===== src/rtl/tune_pll_core.sv =====
module tune_pll_core #(
  parameter int NW = 16,
  parameter int LW = 8
) (
  input  logic          clk,
  input  logic          rst_n,
  input  logic          xtal_tick,
  input  logic          fm_tick,
  input  logic          am_tick,
  input  logic          halt_i,
  input  logic          backup_i,
  input  logic          stop_i,
  input  logic          cfg_we,
  input  logic [NW-1:0] cfg_n,
  input  logic [2:0]    cfg_ref,
  input  logic [1:0]    cfg_band,
  input  logic [LW-1:0] lock_lim,
  input  logic          unlock_clr,
  output logic          unlock_flag,
  output logic          eo_oe,
  output logic          eo_val,
  output logic          am_bw_low
);
  localparam int MW = NW - 4;
  localparam int RW = 7;

  logic [NW-1:0] n_hold, prog_cnt;
  logic [2:0]    ref_hold;
  logic [1:0]    band;
  logic [RW-1:0] ref_cnt;
  logic [4:0]    pre_cnt;
  logic [3:0]    swal_cnt;
  logic          up, dn;
  logic [LW-1:0] err_len;

  function automatic logic [RW-1:0] ref_div(input logic [2:0] code);
    case (code)
      3'd1:    return 7'd25;
      3'd2:    return 7'd24;
      3'd3:    return 7'd15;
      3'd4:    return 7'd12;
      3'd5:    return 7'd6;
      3'd6:    return 7'd3;
      default: return 7'd75;
    endcase
  endfunction

  wire           off      = halt_i | backup_i | stop_i;
  wire           fm_mode  = ~band[1];
  wire           osc_tick = (fm_mode ? fm_tick : am_tick) & ~off;
  wire           pre_end  = (pre_cnt == '0);
  wire           ref_p    = xtal_tick & ~off & (ref_cnt == '0);
  wire           fdiv_p   = osc_tick & (prog_cnt == '0) & (~fm_mode | pre_end);
  wire [3:0]     swal_dec = (swal_cnt != 4'd0) ? swal_cnt - 4'd1 : 4'd0;
  wire [MW-1:0]  m_new    = n_hold[NW-1:4];
  wire [3:0]     s_new    = n_hold[3:0];
  wire [NW-1:0]  m_ext    = {{4{1'b0}}, m_new};
  wire           up_n     = up | fdiv_p;
  wire           dn_n     = dn | ref_p;
  wire           act      = up | dn;
  wire           flag_set = act & xtal_tick & ~off & (err_len >= lock_lim);

  assign eo_oe     = act;
  assign eo_val    = up;
  assign am_bw_low = (band == 2'b11);

  always_ff @(posedge clk or negedge rst_n)
    if (!rst_n) begin
      n_hold   <= NW'(256);
      ref_hold <= 3'd0;
      band     <= 2'b00;
    end else if (cfg_we) begin
      n_hold   <= cfg_n;
      ref_hold <= cfg_ref;
      band     <= cfg_band;
    end

  always_ff @(posedge clk or negedge rst_n)
    if (!rst_n)          ref_cnt <= '0;
    else if (off)        ref_cnt <= '0;
    else if (xtal_tick)  ref_cnt <= ref_p ? ref_div(ref_hold) - 7'd1 : ref_cnt - 7'd1;

  always_ff @(posedge clk or negedge rst_n)
    if (!rst_n) begin
      prog_cnt <= '0;
      pre_cnt  <= '0;
      swal_cnt <= '0;
    end else if (off) begin
      prog_cnt <= '0;
      pre_cnt  <= '0;
      swal_cnt <= '0;
    end else if (osc_tick) begin
      if (fdiv_p) begin
        prog_cnt <= fm_mode ? m_ext - 1'b1 : n_hold - 1'b1;
        swal_cnt <= s_new;
        pre_cnt  <= (s_new != 4'd0) ? 5'd16 : 5'd15;
      end else if (fm_mode && !pre_end) begin
        pre_cnt  <= pre_cnt - 5'd1;
      end else begin
        prog_cnt <= prog_cnt - 1'b1;
        if (fm_mode) begin
          swal_cnt <= swal_dec;
          pre_cnt  <= (swal_dec != 4'd0) ? 5'd16 : 5'd15;
        end
      end
    end

  always_ff @(posedge clk or negedge rst_n)
    if (!rst_n) begin
      up <= 1'b0;
      dn <= 1'b0;
    end else if (off) begin
      up <= 1'b0;
      dn <= 1'b0;
    end else begin
      up <= up_n & ~dn_n;
      dn <= dn_n & ~up_n;
    end

  always_ff @(posedge clk or negedge rst_n)
    if (!rst_n) begin
      err_len     <= '0;
      unlock_flag <= 1'b0;
    end else begin
      if (!act || off)                         err_len <= '0;
      else if (xtal_tick && err_len < lock_lim) err_len <= err_len + 1'b1;
      unlock_flag <= flag_set | (unlock_flag & ~unlock_clr);
    end
endmodule



===== config.mk =====
export PLATFORM = sky130hd
export DESIGN_NAME = tune_pll_core
export DESIGN_NICKNAME = d
export VERILOG_FILES = /design/src/rtl/tune_pll_core.sv
export SDC_FILE = /design/constraint.sdc
export NUM_CORES = 1
export LEC_CHECK = 0
export ABC_CLOCK_PERIOD_IN_PS = 2600
export BUFFER_PORTS_ARGS = -buffer_cell sky130_fd_sc_hd__buf_2
export CAP_MARGIN = 0
export CORE_MARGIN = 1.5
export CORE_UTILIZATION = 54
export DETAILED_ROUTE_END_ITERATION = 7
export PLACE_DENSITY = 0.87
export SLEW_MARGIN = 20
export SYNTH_ARGS = -nofsm -noshare
export SYNTH_HDL_FRONTEND = slang
export SYNTH_SLANG_ARGS = --single-unit
export TNS_END_PERCENT = 10

===== constraint.sdc =====
create_clock -name clk -period 2.6 [get_ports clk]
set_clock_uncertainty 0.15 [all_clocks]
set_input_delay 0.13 -clock clk [delete_from_list [all_inputs] [get_ports clk]]
set_output_delay 0.13 -clock clk [all_outputs]
set_load 0.1 [all_outputs]

**Word-level counts from Yosys, hierarchy flattened**

Cells that the tools add are included.

- Eq/ne operators: 10
- Mux-type cells: 29
- Add/subtract/negate cells: 8
- $lt $le $gt $ge: 2
- Bitwise gates (word level): 23
- Divide/modulo/power cells: 0
- Shift operators: 0
- $mul: 0
- Reduce and logical (&&, ||, !) cells: 17

Operator list:

| kind | number |
|---|---|
| 16-bit 2-to-1 mux | 5 |
| 7-bit case mux with 6 select lines | 1 |
| 5-bit 2-to-1 mux | 7 |
| 7-bit 2-to-1 mux | 5 |
| 16-bit by 1-bit subtractor with 16-bit output (second input constant) | 2 |
| 4-bit 2-to-1 mux | 6 |
| 16-bit logical NOT | 1 |
| 8-bit 2-to-1 mux | 2 |
| 7-bit by 1-bit subtractor with 7-bit output (second input constant) | 2 |
| 12-bit by 1-bit subtractor with 13-bit output (second input constant) | 1 |
| 4-bit nonzero test | 3 |
| 1-bit AND | 11 |
| 3-bit equality test (second input constant) | 3 |
| 8-bit by 1-bit adder with 8-bit output (second input constant) | 1 |
| 8-bit >= comparator | 1 |
| 8-bit < comparator | 1 |
| 7-bit logical NOT | 1 |
| 1-bit OR | 7 |
| 3-bit by 2-bit equality test with 1-bit output (second input constant) | 2 |
| 2-bit nonzero test | 3 |
| 5-bit logical NOT | 1 |
| 1-bit inverter | 5 |
| 5-bit by 1-bit subtractor with 5-bit output (second input constant) | 1 |
| 4-bit by 1-bit != test with 1-bit output (second input constant) | 1 |
| 11 further kinds | 16 |

- Register bits after elaboration: 64
- Memories: 0
- Bits in read-only memories: 0
- RAM bits: 0
- Latch bits: 0

**Longest topological paths before layout**

Gate-level depths: netlist (run 1).

- Word-level depth: 10
- Mapped depth: 12
- Depth with buffers taken out: 11

**Worst setup path before layout (run 1)**

OpenSTA, ideal clock, no wires.

- Kind: reg-to-reg
- Start point: reg n_hold[4]
- End point: reg prog_cnt[14]
- Setup time: 0.131 ns
- Arrival time: 2.444 ns
- Clock period less this slack: 2.725 ns
- Stages on the path, launching flop included: 10
- Data required time: 2.319 ns
- Path slack: -0.125 ns
- Cells stage by stage: dfrtp_1 clkbuf_1 inv_1 ha_1 or3b_2 or4_1 nor3_1 xnor2_1 a21oi_1 or3_1

- Longest elaborated chain between the ends: 5

Ends and longest elaborated chain:

| element | line | RTL |
|---|---|---|
| from (decl) | 27 | `logic [NW-1:0] n_hold, prog_cnt;` |
| from (signal assigned) | 73 | `n_hold <= cfg_n;` |
| 16-bit by 1-bit subtractor with 16-bit output or 12-bit by 1-bit subtractor with 13-bit output (tied branches) | 94 | `prog_cnt <= fm_mode ? m_ext - 1'b1 : n_hold - 1'b1;` |
| 16-bit 2-to-1 mux * | 94 |  |
| 16-bit 2-to-1 mux * | 93 | `if (fdiv_p) begin` |
| 16-bit 2-to-1 mux * | 92 | `end else if (osc_tick) begin` |
| 16-bit 2-to-1 mux * | 88 | `end else if (off) begin` |
| to (signal assigned) | 94 |  |
| to (signal assigned) | 100 | `prog_cnt <= prog_cnt - 1'b1;` |
| to (decl) | 27 |  |

Every way passes the cells marked *; elsewhere a longest branch is shown, timed or not. The select of a mux whose other input is x is not followed.
A chain may end at the register's enable or synchronous reset.

**Final worst setup path (run 1)**

- Start point: reg prog_cnt[1]
- End point: reg prog_cnt[14]

- Longest elaborated chain between the ends: 6

Ends and longest elaborated chain:

| element |
|---|
| branches (longest 6 deep; another with 16-bit by 1-bit subtractor with 16-bit output) |

Several ways; the timed one is not identified. The select of a mux whose other input is x is not followed.

==> impl_results.md, run 1 <==
- IO buf count: 42
- Total track usage: 29.9%
- Sequential fraction of the synthesis area: between 30% and 40%
- Cell area after synthesis: 4360 sq um
- Final setup TNS: -0.0307 ns
- Element type at the critical path end: flop
- Seq pwr share: 36.2%
- CP peak stage delay: 0.65 ns
- Die H: a little over 90 microns
- Top Ports: 43
- Worst R2R End: prog_cnt[14]$_DFFE_PN0P_
- Area occupied by multi-input gates: 2610 sq um
- Worst slew margin: just under 60%
- Netlist cell types: 72
- MaxCap Viol Count: 0
- Initial Util: between 50% and 60%
- Clock Pin Slew Worst Setup and Hold Paths: 0.07 ns
- Vias in the first global route: 4281
- Maximum vdd drop: 0.000383 V
- # fillers: 556
- Critical path, cell by cell: inv_1 -> ha_2 -> or4b_2 -> nor3_2 -> nand3_1 -> a31oi_1 -> nor2b_1 -> or3_1
- Synth Flop Type: dfrtp_1
- Worst Path Arrival: between 2 and 3 ns
- Via count: ~4400
- Postcts setup bufs: 0
- Routed WL: between 10 and 15 mm
- Wire per inst: 17.4 microns
- Final period util: 101%
- Mapped Cells: 508
- DPL Wire Length: slightly below 8 mm
- Syn nets: 564
- Async SR Flop Fraction: 100%
- First-pass detailed-route iteration total: 5
- CTS tree: built
- Buffer and inverter count on the worst path: 1
- Clock power frac: 32.1%
- Hold Startpoint: halt_i
- Worst Hold Depth: 3
- Critical path launch point type: flop
- DR vias/cell: 6.28
- Clk Tree Root Cell: clkbuf_8
- Largest net degree at the start of global routing: 47
- Global-route wire length before repair: 20.3 mm
- Switching part of the total: 34.4%
- Ant. Diodes: 0
- R2R depth: 8
- Origin of the critical flop-to-flop path: prog_cnt[1]$_DFFE_PN0P_
- Failing checks: setup timing
- Initial antenna violation count: 0
- Pre-CTS WS: -0.0845 ns
- Logic pwr share: 31.8%
- Power per cell area: around 600 nW/um^2
- Pleak: about 2.4 nW
- GRT overflow: 0
- Syn. warnings: 0
- Final hold violations: 0
- DR iter-0 viols: roughly 540
- Most frequent cells in the layout: dfrtp_1, nand2_1, o21ai_0
- Fin cells: around 700
- Finished Core Util: 68.9%
- Die width: 92.9 microns
- Reg-to-reg setup timing slack: -0.03 ns
- Final net count: 650
- Clock Sinks: 64
- Area of all sequential standard cells: 1600 sq um
- Hold crit path type: primary input to flop
- Post-synth top area cell: dfrtp_1
- Measured slew at the worst slew-check pin: 0.603 ns
- Max clock buf depth: 2
- Cells after DPL: roughly 660
- H-Tree Depth: 3
- Crit-path slowest cell: or4b_2
- Crit path kind: flop to flop
- DRC violations left: 0
- F_max: about 380 MHz
- Layout cells sized above 1: 22.8%
- Post-synthesis register bit count: 64
- GPL Wtd Cong: 0.897
- Synth area leaders: dfrtp_1, o21ai_0, ha_1
- Crit path required time: between 2 and 3 ns
- Sw Pwr: 1.10 mW
- Status: finished with violations
- CP max FO: 5
- Commonest non-fill, non-tap cell in the layout: dfrtp_1
- Area grow syn2layout: 22.8%
- Synthesized area per cell: about 8.6 sq um
- Worst skew pair latency: 0.36 ns
- Min-Delay Endpoint: ref_cnt[5]$_DFFE_PN0P_
- Post-synth EDFFs: 0
- Final-report setup violation count: 1
- Post-DRT Antenna Nets: 0
- Core area: between 7000 and 8000 sq um
- Rows: 32
- Max-slew violation count: 0
- Die area: ~8600 sq um
- Delay-heaviest family, CP: simple AND/OR/NAND/NOR gates
- Crit path time final: 2.63 ns
- Internal power: 2.09 mW
- Unrepaired setup endpoints after global routing: yes
- Number of buffers created by CTS: 9
- PnR worst setup slack: -0.0307 ns
- Post-synth top area share: 36.1%
## how the worst max path moves through the flow
stage | start | to | slack (ns) | depth (start not counted)
6_report | prog_cnt[1]$_DFFE_PN0P_ | prog_cnt[14]$_DFFE_PN0P_ | -0.03 | 8
5_1_grt | prog_cnt[1]$_DFFE_PN0P_ | prog_cnt[14]$_DFFE_PN0P_ | -0.10 | 8
4_1_cts | prog_cnt[1]$_DFFE_PN0P_ | prog_cnt[14]$_DFFE_PN0P_ | 0.01 | 8
3_5_place_dp | prog_cnt[1]$_DFFE_PN0P_ | prog_cnt[14]$_DFFE_PN0P_ | -0.08 | 8
3_3_place_gp | prog_cnt[1]$_DFFE_PN0P_ | prog_cnt[14]$_DFFE_PN0P_ | 0.09 | 8
2_1_floorplan | n_hold[4]$_DFFE_PN0P_ | prog_cnt[14]$_DFFE_PN0P_ | 0.04 | 9
## area by class of cell
cell class	count	area share, %
multi-input cells	394	48.7
clock buffers	10	2.38
well taps	102	2.38
repair buffers	96	12.8
flip-flops and latches	64	30.0
inverters	29	2.03
clock inverters	4	1.78
## worst reg2reg max path: stages, from the launching register on
cell and delay [ns]:
dfrtp_1 0.38, inv_1 0.13, ha_2 0.22, or4b_2 0.65, nor3_2 0.17, nand3_1 0.13, a31oi_1 0.24, nor2b_1 0.08
or3_1 0.37
## sequential cells by signal, indices dropped and copies added (netlist names)
name,cells
band,2
dn,1
eo_val,1
err_len,8
n_hold,16
pre_cnt,5
prog_cnt,16
ref_cnt,7
ref_hold,3
swal_cnt,4
unlock_flag,1
## routing by layer
metal,track usage (%),up-vias,part of all wire (%)
met5,0,-,0
met4,11.2,0,2.5
met3,5.99,39,7.8
met2,50.5,256,50
met1,37.7,2072,40
li1,-,2024,-
## Yosys cell counts (3+ instances only)
cell and number:
a211oi_1 8, a21o_1 4, a21oi_1 32, a22o_1 3
a31oi_1 7, and2_1 3, and3_1 3, clkbuf_1 15
dfrtp_1 63, ha_1 17, inv_1 29, mux2_2 17
mux2i_1 6, nand2_1 50, nand2b_1 4, nand3_1 21
nand3b_1 3, nand4_1 9, nor2_1 39, nor3_1 19
nor4_1 8, o211ai_1 5, o21ai_0 48, o221ai_1 4
o22ai_1 3, or2_2 3, or3_1 5, or4_1 5
xnor2_1 16, xor2_1 12
## stage by stage
step,power [mW],hold WS [ns],cell area [sq um]
finish,3.19,0.0295,5360
global route,3.32,0.0544,5360
CTS,3.12,0.0228,5310
detailed placement,2.07,-0.0542,4850
global placement,2.04,-0.0575,4850
floorplan,1.75,-0.316,4370
## repair_timing
item | in CTS | in global routing
hold buffers | 23 | 0
setup endpoints to repair | 1 | 11
hold endpoints to repair | 86 | 0
pin swaps | 1 | 1
gates resized for setup | 1 | 16
## kinds of logic (layout without fill, tap and decap cells)
family	after synthesis	after routing	synth area share, %
fa+ha+maj	17	17	4.88
xor+xnor	28	28	5.62
mux	23	23	5.77
compound gates	136	136	19.8
simple gates	190	190	22.2
flops	64	64	36.7
buf+inv	50	139	4.99
## power by group through the flow
stage	Clock (mW)	Combinational, mW	Sequential [mW]
floorplan	0	0.624	1.13
global placement	0	0.881	1.16
detailed placement	0	0.909	1.16
CTS	1.02	0.951	1.15
global route	1.06	1.09	1.16
finish	1.02	1.01	1.15
(Power assumes the default switching activity.)
==> run 2: changes to the inputs <==
--- a/config.mk
+++ b/config.mk
@@ -9,9 +9,11 @@
 export BUFFER_PORTS_ARGS = -buffer_cell sky130_fd_sc_hd__buf_2
 export CAP_MARGIN = 0
 export CORE_MARGIN = 1.5
-export CORE_UTILIZATION = 54
+export CORE_UTILIZATION = 56
+export CTS_BUF_LIST = sky130_fd_sc_hd__clkbuf_4
+export CTS_CLUSTER_SIZE = 20
 export DETAILED_ROUTE_END_ITERATION = 7
-export PLACE_DENSITY = 0.87
+export PLACE_DENSITY = 0.79
 export SLEW_MARGIN = 20
 export SYNTH_ARGS = -nofsm -noshare
 export SYNTH_HDL_FRONTEND = slang
==> run 2 against run 1 <==
  * The flow now finishes without violations
  * Power fell by 12%
  * Combinational power barely moved
  * Clock power fell by 36%
  * Setup slack improved by 0.036 ns
==> impl_results.md, run 2 (same netlist as run 1, synthesis figures left out) <==
- Power per cell area: 527 nW/um^2 (-11%)
- Measured slew at the worst slew-check pin: 0.653 ns (+0.0496 ns)
- Origin of the critical flop-to-flop path: n_hold[5]$_DFFE_PN0P_
- Total track usage: 30.5% (+0.59 points)
- R2R depth: 8 (unchanged)
- Final instance area: 5310 sq um (-0.79%)
- GR peak layer: met2
- First-pass detailed-route iteration total: 5 (unchanged)
- Wire per inst: 17.1 microns (-2.1%)
- WHS: 0.0598 ns (+0.0303 ns)
- MaxCap Viol Count: 0 (unchanged)
- Die H: 91.3 microns (-1.7%)
- Final-report setup violation count: 0 (-1)
- Post-DRT Antenna Nets: 0 (unchanged)
- Critical path launch point type: flop
- DR vias/cell: 6.21 (-1.1%)
- Crit path kind: flop to flop
- Pre-CTS WS: 0.0529 ns (+0.137 ns)
- Routed WL: 12.0 mm (-1.5%)
- CTS tree: built
- Largest net degree at the start of global routing: 41 (-13%)
- Initial antenna violation count: 0 (unchanged)
- Top Ports: 43 (unchanged)
- Vias in the first global route: 4320 (+0.91%)
- Unrepaired setup endpoints after global routing: yes
- PnR worst setup slack: 0.00487 ns (+0.0356 ns)
- Worst slew margin: 56.1% (-3.3 points)
- Worst skew pair latency: 0.40 ns (+0.04 ns)
- Worst Path Arrival: 2.73 ns (about the same)
- Worst R2R End: prog_cnt[14]$_DFFE_PN0P_
- Setup crit end: prog_cnt[14]$_DFFE_PN0P_
- Clock Pin Slew Worst Setup and Hold Paths: 0.11 ns (+0.04 ns)
- Final period util: 99.8% (-1.4 points)
- DRC violations left: 0 (unchanged)
- Die area: 8330 sq um (-3.5%)
- Global-route wire length before repair: 20.3 mm (+0.41%)
- Clock Sinks: 64 (unchanged)
- Reg-to-reg setup timing slack: 0.005 ns (+0.04 ns)
- Initial Util: 58.9% (+2.7 points)
- GR Util met3: 5.86% (-0.13 points)
- Area grow syn2layout: 21.8%
- GRT overflow: 0 (unchanged)
- Final net count: 655 (+0.77%)
- Crit path from: n_hold[5]$_DFFE_PN0P_
- Max clock buf depth: 2 (unchanged)
- Pleak: 2.32 nW (-1.3%)
- Via count: 4369 (-0.50%)
- Commonest non-fill, non-tap cell in the layout: dfrtp_1
- Hold crit path type: primary input to flop
- Core area: 7410 sq um (-4.6%)
- Final hold violations: 0 (unchanged)
- Hold Startpoint: am_tick
- Crit path required time: 2.74 ns (+0.05 ns)
- Crit-path slowest cell: or4_4
- Delay-heaviest family, CP: simple AND/OR/NAND/NOR gates
- Cells after DPL: 659 (-0.45%)
- Die width: 91.3 microns (-1.7%)
- Buffer and inverter count on the worst path: 1 (unchanged)
- Most frequent cells in the layout: dfrtp_1, nand2_1, o21ai_0
- Largest regs: n_hold: 16 flops, prog_cnt: 16 flops, err_len: 8 flops
- IO buf count: 42 (unchanged)
- CP max FO: 5 (unchanged)
- Layout cells sized above 1: 22.2% (-0.60 points)
- Fin cells: 703 (+0.57%)
- Final setup TNS: 0 ns (+0.0307 ns)
- Status: finished, final reports clean
- CP peak stage delay: 0.47 ns (-0.18 ns)
- Critical path, cell by cell: inv_1 -> ha_1 -> or3b_4 -> or4_4 -> nor3_2 -> xnor2_1 -> a21oi_1 -> or3_1
- Number of buffers created by CTS: 9 (unchanged)
- Rows: 31 (-3.1%)
- Critical Path Stages: 8 (unchanged)
- Cell Area, Placed: 4860 sq um (+0.18%)
- H-Tree Depth: 3 (unchanged)
- Crit path time final: 2.60 ns (-0.0356 ns)
- DPL Wire Length: 8.11 mm (+2.1%)
- GPL Wtd Cong: 0.985 (+9.9%)
- Max-slew violation count: 0 (unchanged)
- F_max: 385 MHz (+1.4%)
- Ant. Diodes: 0 (unchanged)
- Maximum vdd drop: 0.000633 V (+65%)
- M2 GR Usage: 50.4% (-0.051 points)
- Met1 usage: 38.6% (+0.88 points)
- Clk Tree Root Cell: clkbuf_4
- DR iter-0 viols: 455 (-15%)
- Element type at the critical path end: flop
==> run 2: changes by cell type in the layout (fill, tap and decap cells not counted), sizes merged <==
cell	previous run	this run
dlygate4sd3	23	28
clkinv	1	5
bufinv	3	1
==> run 2: repair_timing <==
action,CTS,global route
hold endpoints to repair,51,0
endpoints found under the setup margin,0,19
buffers inserted,0,0
resized for setup,0,13
hold buffers,28,0
==> run 2: worst reg2reg max path, cell delays in order, from the launching register on <==
cell and delay [ns]:
dfrtp_2 0.46, inv_1 0.09, ha_1 0.17, or3b_4 0.41
or4_4 0.47, nor3_2 0.21, xnor2_1 0.14, a21oi_1 0.08
or3_1 0.30
==> run 2: where the power goes <==
group | total [mW] | switching (mW) | leakage (nW) | internal, mW
clock network | 0.648 | 0.358 | 0.0703 | 0.291
logic | 1.01 | 0.595 | 1.41 | 0.413
registers | 1.15 | 0.0876 | 0.843 | 1.06
==> run 2: final cells by class <==
type / count / area [sq um]
multi-input cells: 394 / 2600
clock buffers: 10 / 75.1
flip-flops and latches: 64 / 1600
well taps: 99 / 124
fillers: 528 / 2100
clock inverters: 6 / 50.0
inverters: 29 / 109
repair buffers: 101 / 748
==> run 2: worst min path at each step <==
stage	slack, ns	depth (start not counted)	to
after CTS	0.04	4	pre_cnt[3]$_DFFE_PN0P_
after global placement	0.03	1	ref_cnt[2]$_DFFE_PN0P_
after detailed placement	0.03	1	ref_cnt[2]$_DFFE_PN0P_
after floorplan	-0.32	0	band[0]$_DFFE_PN0P_
final	0.06	4	pre_cnt[3]$_DFFE_PN0P_
after global routing	0.03	4	pre_cnt[3]$_DFFE_PN0P_
==> run 2: stage by stage <==
stage / util, % / power, mW
2_1_floorplan: - / 1.75
3_3_place_gp: 65.5 / 2.03
3_5_place_dp: 65.5 / 2.07
4_1_cts: 71.0 / 2.74
5_1_grt: 71.7 / 2.96
6_report: 71.7 / 2.80
==> run 2: layer usage <==
metal,up-vias,routed length [microns],share of wire (%)
met5,-,0,0
met4,0,369,3.1
met3,37,871,7.3
met2,235,5830,49
met1,2061,4940,41
li1,2036,-,-
==> run 3: changes to the inputs <==
--- a/config.mk
+++ b/config.mk
@@ -8,12 +8,13 @@
 export ABC_CLOCK_PERIOD_IN_PS = 2600
 export BUFFER_PORTS_ARGS = -buffer_cell sky130_fd_sc_hd__buf_2
 export CAP_MARGIN = 0
+export CORE_ASPECT_RATIO = 1.75
 export CORE_MARGIN = 1.5
-export CORE_UTILIZATION = 56
-export CTS_BUF_LIST = sky130_fd_sc_hd__clkbuf_4
+export CORE_UTILIZATION = 54
+export CTS_BUF_LIST = sky130_fd_sc_hd__clkbuf_4 sky130_fd_sc_hd__clkbuf_8 sky130_fd_sc_hd__clkbuf_16
 export CTS_CLUSTER_SIZE = 20
 export DETAILED_ROUTE_END_ITERATION = 7
-export PLACE_DENSITY = 0.79
+export PLACE_DENSITY = 0.77
 export SLEW_MARGIN = 20
 export SYNTH_ARGS = -nofsm -noshare
 export SYNTH_HDL_FRONTEND = slang
==> run 3 against run 2 <==
  * Cell area rose by 3.7%
  * Sequential power barely moved
  * Core utilization fell by 1.6 points
  * Sequential share of layout area fell by 1.1 points
  * Clock power rose by 79%
  * Register-to-register slack improved by 0.09 ns
  * Sequential cell count did not move
  * Critical path depth did not move
  * Largest cell class unchanged
  * First-iteration DRC count fell by 41%
  * Maximum frequency rose by 3.7%
  * Die area rose by 3.8%
==> impl_results.md, run 3 (same netlist as run 1, synthesis figures left out) <==
- Critical path launch point type: flop
- Clock Sinks: 64 (unchanged)
- Element type at the critical path end: flop
- R2R depth: 8 (unchanged)
- Die width: 70.9 microns (-22%)
- Largest net degree at the start of global routing: 34 (-17%)
- Delay-heaviest family, CP: simple AND/OR/NAND/NOR gates
- Worst R2R End: prog_cnt[14]$_DFFE_PN0P_
- Worst Path Arrival: 2.57 ns (-0.16 ns)
- Maximum vdd drop: 0.000550 V (-13%)
- Wire per inst: 17.7 microns (+3.7%)
- Power per cell area: 615 nW/um^2 (+17%)
- Origin of the critical flop-to-flop path: n_hold[4]$_DFFE_PN0P_
- Final hold violations: 0 (unchanged)
- Vias in the first global route: 4218 (-2.4%)
- Crit-path slowest cell: or4_4
- Crit path required time: 2.67 ns (-0.07 ns)
- Total track usage: 29.5% (-0.98 points)
- WHS: 0.0111 ns (-0.0487 ns)
- Total Power: 3.39 mW (+21%)
- Unrepaired setup endpoints after global routing: no
- Final period util: 96.2% (-3.6 points)
- Final-report setup violation count: 0 (unchanged)
- H-Tree Depth: 3 (unchanged)
- DR iter-0 viols: 267 (-41%)
- Routed WL: 12.5 mm (+3.7%)
- Ant. Diodes: 0 (unchanged)
- Core area: 7860 sq um (+6.0%)
- Via count: 4366 (-0.069%)
- Clk Tree Root Cell: clkbuf_16
- Number of buffers created by CTS: 9 (unchanged)
- Max clock buf depth: 2 (unchanged)
- GRT overflow: 0 (unchanged)
- Initial antenna violation count: 0 (unchanged)
- DPL Wire Length: 8.91 mm (+10%)
- Worst slew margin: 59.0% (+2.9 points)
- Area of all sequential standard cells: 1600 sq um (unchanged)
- Post-DRT Antenna Nets: 0 (unchanged)
- Critical path, cell by cell: inv_1 -> ha_1 -> or3b_4 -> or4_4 -> nor3_2 -> xnor2_1 -> a21oi_1 -> or3_1
- Initial Util: 55.5% (-3.3 points)
- Commonest non-fill, non-tap cell in the layout: dfrtp_1
- Largest regs: n_hold: 16 flops, prog_cnt: 16 flops, err_len: 8 flops
- Measured slew at the worst slew-check pin: 0.615 ns (-0.0378 ns)
- Global-route wire length before repair: 19.8 mm (-2.6%)
- First-pass detailed-route iteration total: 5 (unchanged)
- Top Ports: 43 (unchanged)
- GPL Wtd Cong: 0.903 (-8.4%)
- Buffer and inverter count on the worst path: 1 (unchanged)
- Crit path kind: flop to flop
- CP peak stage delay: 0.46 ns (about the same)
- Area occupied by multi-input gates: 2600 sq um (unchanged)
- Final net count: 665 (+1.5%)
- IO buf count: 42 (unchanged)
- CP max FO: 4 (-1)
- Clock Pin Slew Worst Setup and Hold Paths: 0.05 ns (-0.06 ns)
- F_max: 400 MHz (+3.7%)
- Reg-to-reg setup timing slack: 0.1 ns (+0.09 ns)
- CTS tree: built
- Layout cells sized above 1: 24.5% (+2.3 points)
- Max-slew violation count: 0 (unchanged)
- DR vias/cell: 6.21 (about the same)
- Die H: 122 microns (+34%)
- Most frequent cells in the layout: dfrtp_1, nand2_1, o21ai_0
- MaxCap Viol Count: 0 (unchanged)
- # fillers: 595 (+13%)
- Hold crit path type: primary input to async pin
- Pleak: 2.45 nW (+5.6%)
- Status: finished, final reports clean
- Area grow syn2layout: 26.2%
- DRC violations left: 0 (unchanged)
- Die area: 8650 sq um (+3.8%)
- Final setup TNS: 0 ns (unchanged)
- Rows: 43 (+39%)
- Crit path time final: 2.50 ns (-0.0934 ns)
- Worst skew pair latency: 0.34 ns (-0.06 ns)
-- run 3: layer usage --
metal / vias to the layer above / wire length (microns) / global-route usage [%] / share of wire (%)
li1: 2059 / - / - / -
met1: 2113 / 4470 / 30.6 / 36
met2: 157 / 6840 / 54.2 / 55
met3: 37 / 485 / 5.96 / 3.9
met4: 0 / 664 / 16.5 / 5.3
met5: - / 0 / 0 / 0
-- run 3: final cells by class --
class	count	share of cell area, %
well taps	90	2.04
clock buffers	13	5.09
clock inverters	2	0.227
flip-flops and latches	64	29.1
inverters	29	1.98
repair buffers	111	14.3
multi-input cells	394	47.3
-- run 3: how the worst max path moves through the flow --
stage                       startpoint                        to  slack (ns)  cells after the start
2_1_floorplan    n_hold[4]$_DFFE_PN0P_  prog_cnt[14]$_DFFE_PN0P_        0.04                      9
3_3_place_gp   prog_cnt[0]$_DFFE_PN0P_  prog_cnt[14]$_DFFE_PN0P_        0.11                      8
3_5_place_dp    err_len[2]$_DFFE_PN0P_    err_len[7]$_DFFE_PN0P_        0.04                      7
4_1_cts        prog_cnt[1]$_DFFE_PN0P_  prog_cnt[14]$_DFFE_PN0P_        0.01                      8
5_1_grt         pre_cnt[0]$_DFFE_PN0P_   prog_cnt[5]$_DFFE_PN0P_       0.006                      9
6_report         n_hold[4]$_DFFE_PN0P_  prog_cnt[14]$_DFFE_PN0P_         0.1                      8
-- run 3: stage by stage --
stage                     util, %  setup WS (ns)  std cells  instance area (sq um)
after floorplan                 -         0.0417        508                   4370
after global placement       62.7          0.110        664                   4920
after detailed placement     62.7         0.0424        664                   4920
after CTS                    69.4         0.0145        702                   5450
after global routing         70.1        0.00637        703                   5510
final                        70.1         0.0982        703                   5510
-- run 3: what timing repair did --
action / 4_1_cts / 5_1_grt
resized for setup: 0 / 13
endpoints found under the setup margin: 0 / 18
hold buffers: 23 / 0
endpoints found under the hold margin: 85 / 0
setup buffers: 0 / 1
-- run 3: report_power, final --
group | internal (mW) | total, mW | leakage, nW | switching, mW
combinational | 0.465 | 1.07 | 1.47 | 0.610
clock | 0.741 | 1.16 | 0.144 | 0.424
sequential | 1.06 | 1.15 | 0.842 | 0.0863
total | 2.27 | 3.39 | 2.45 | 1.12
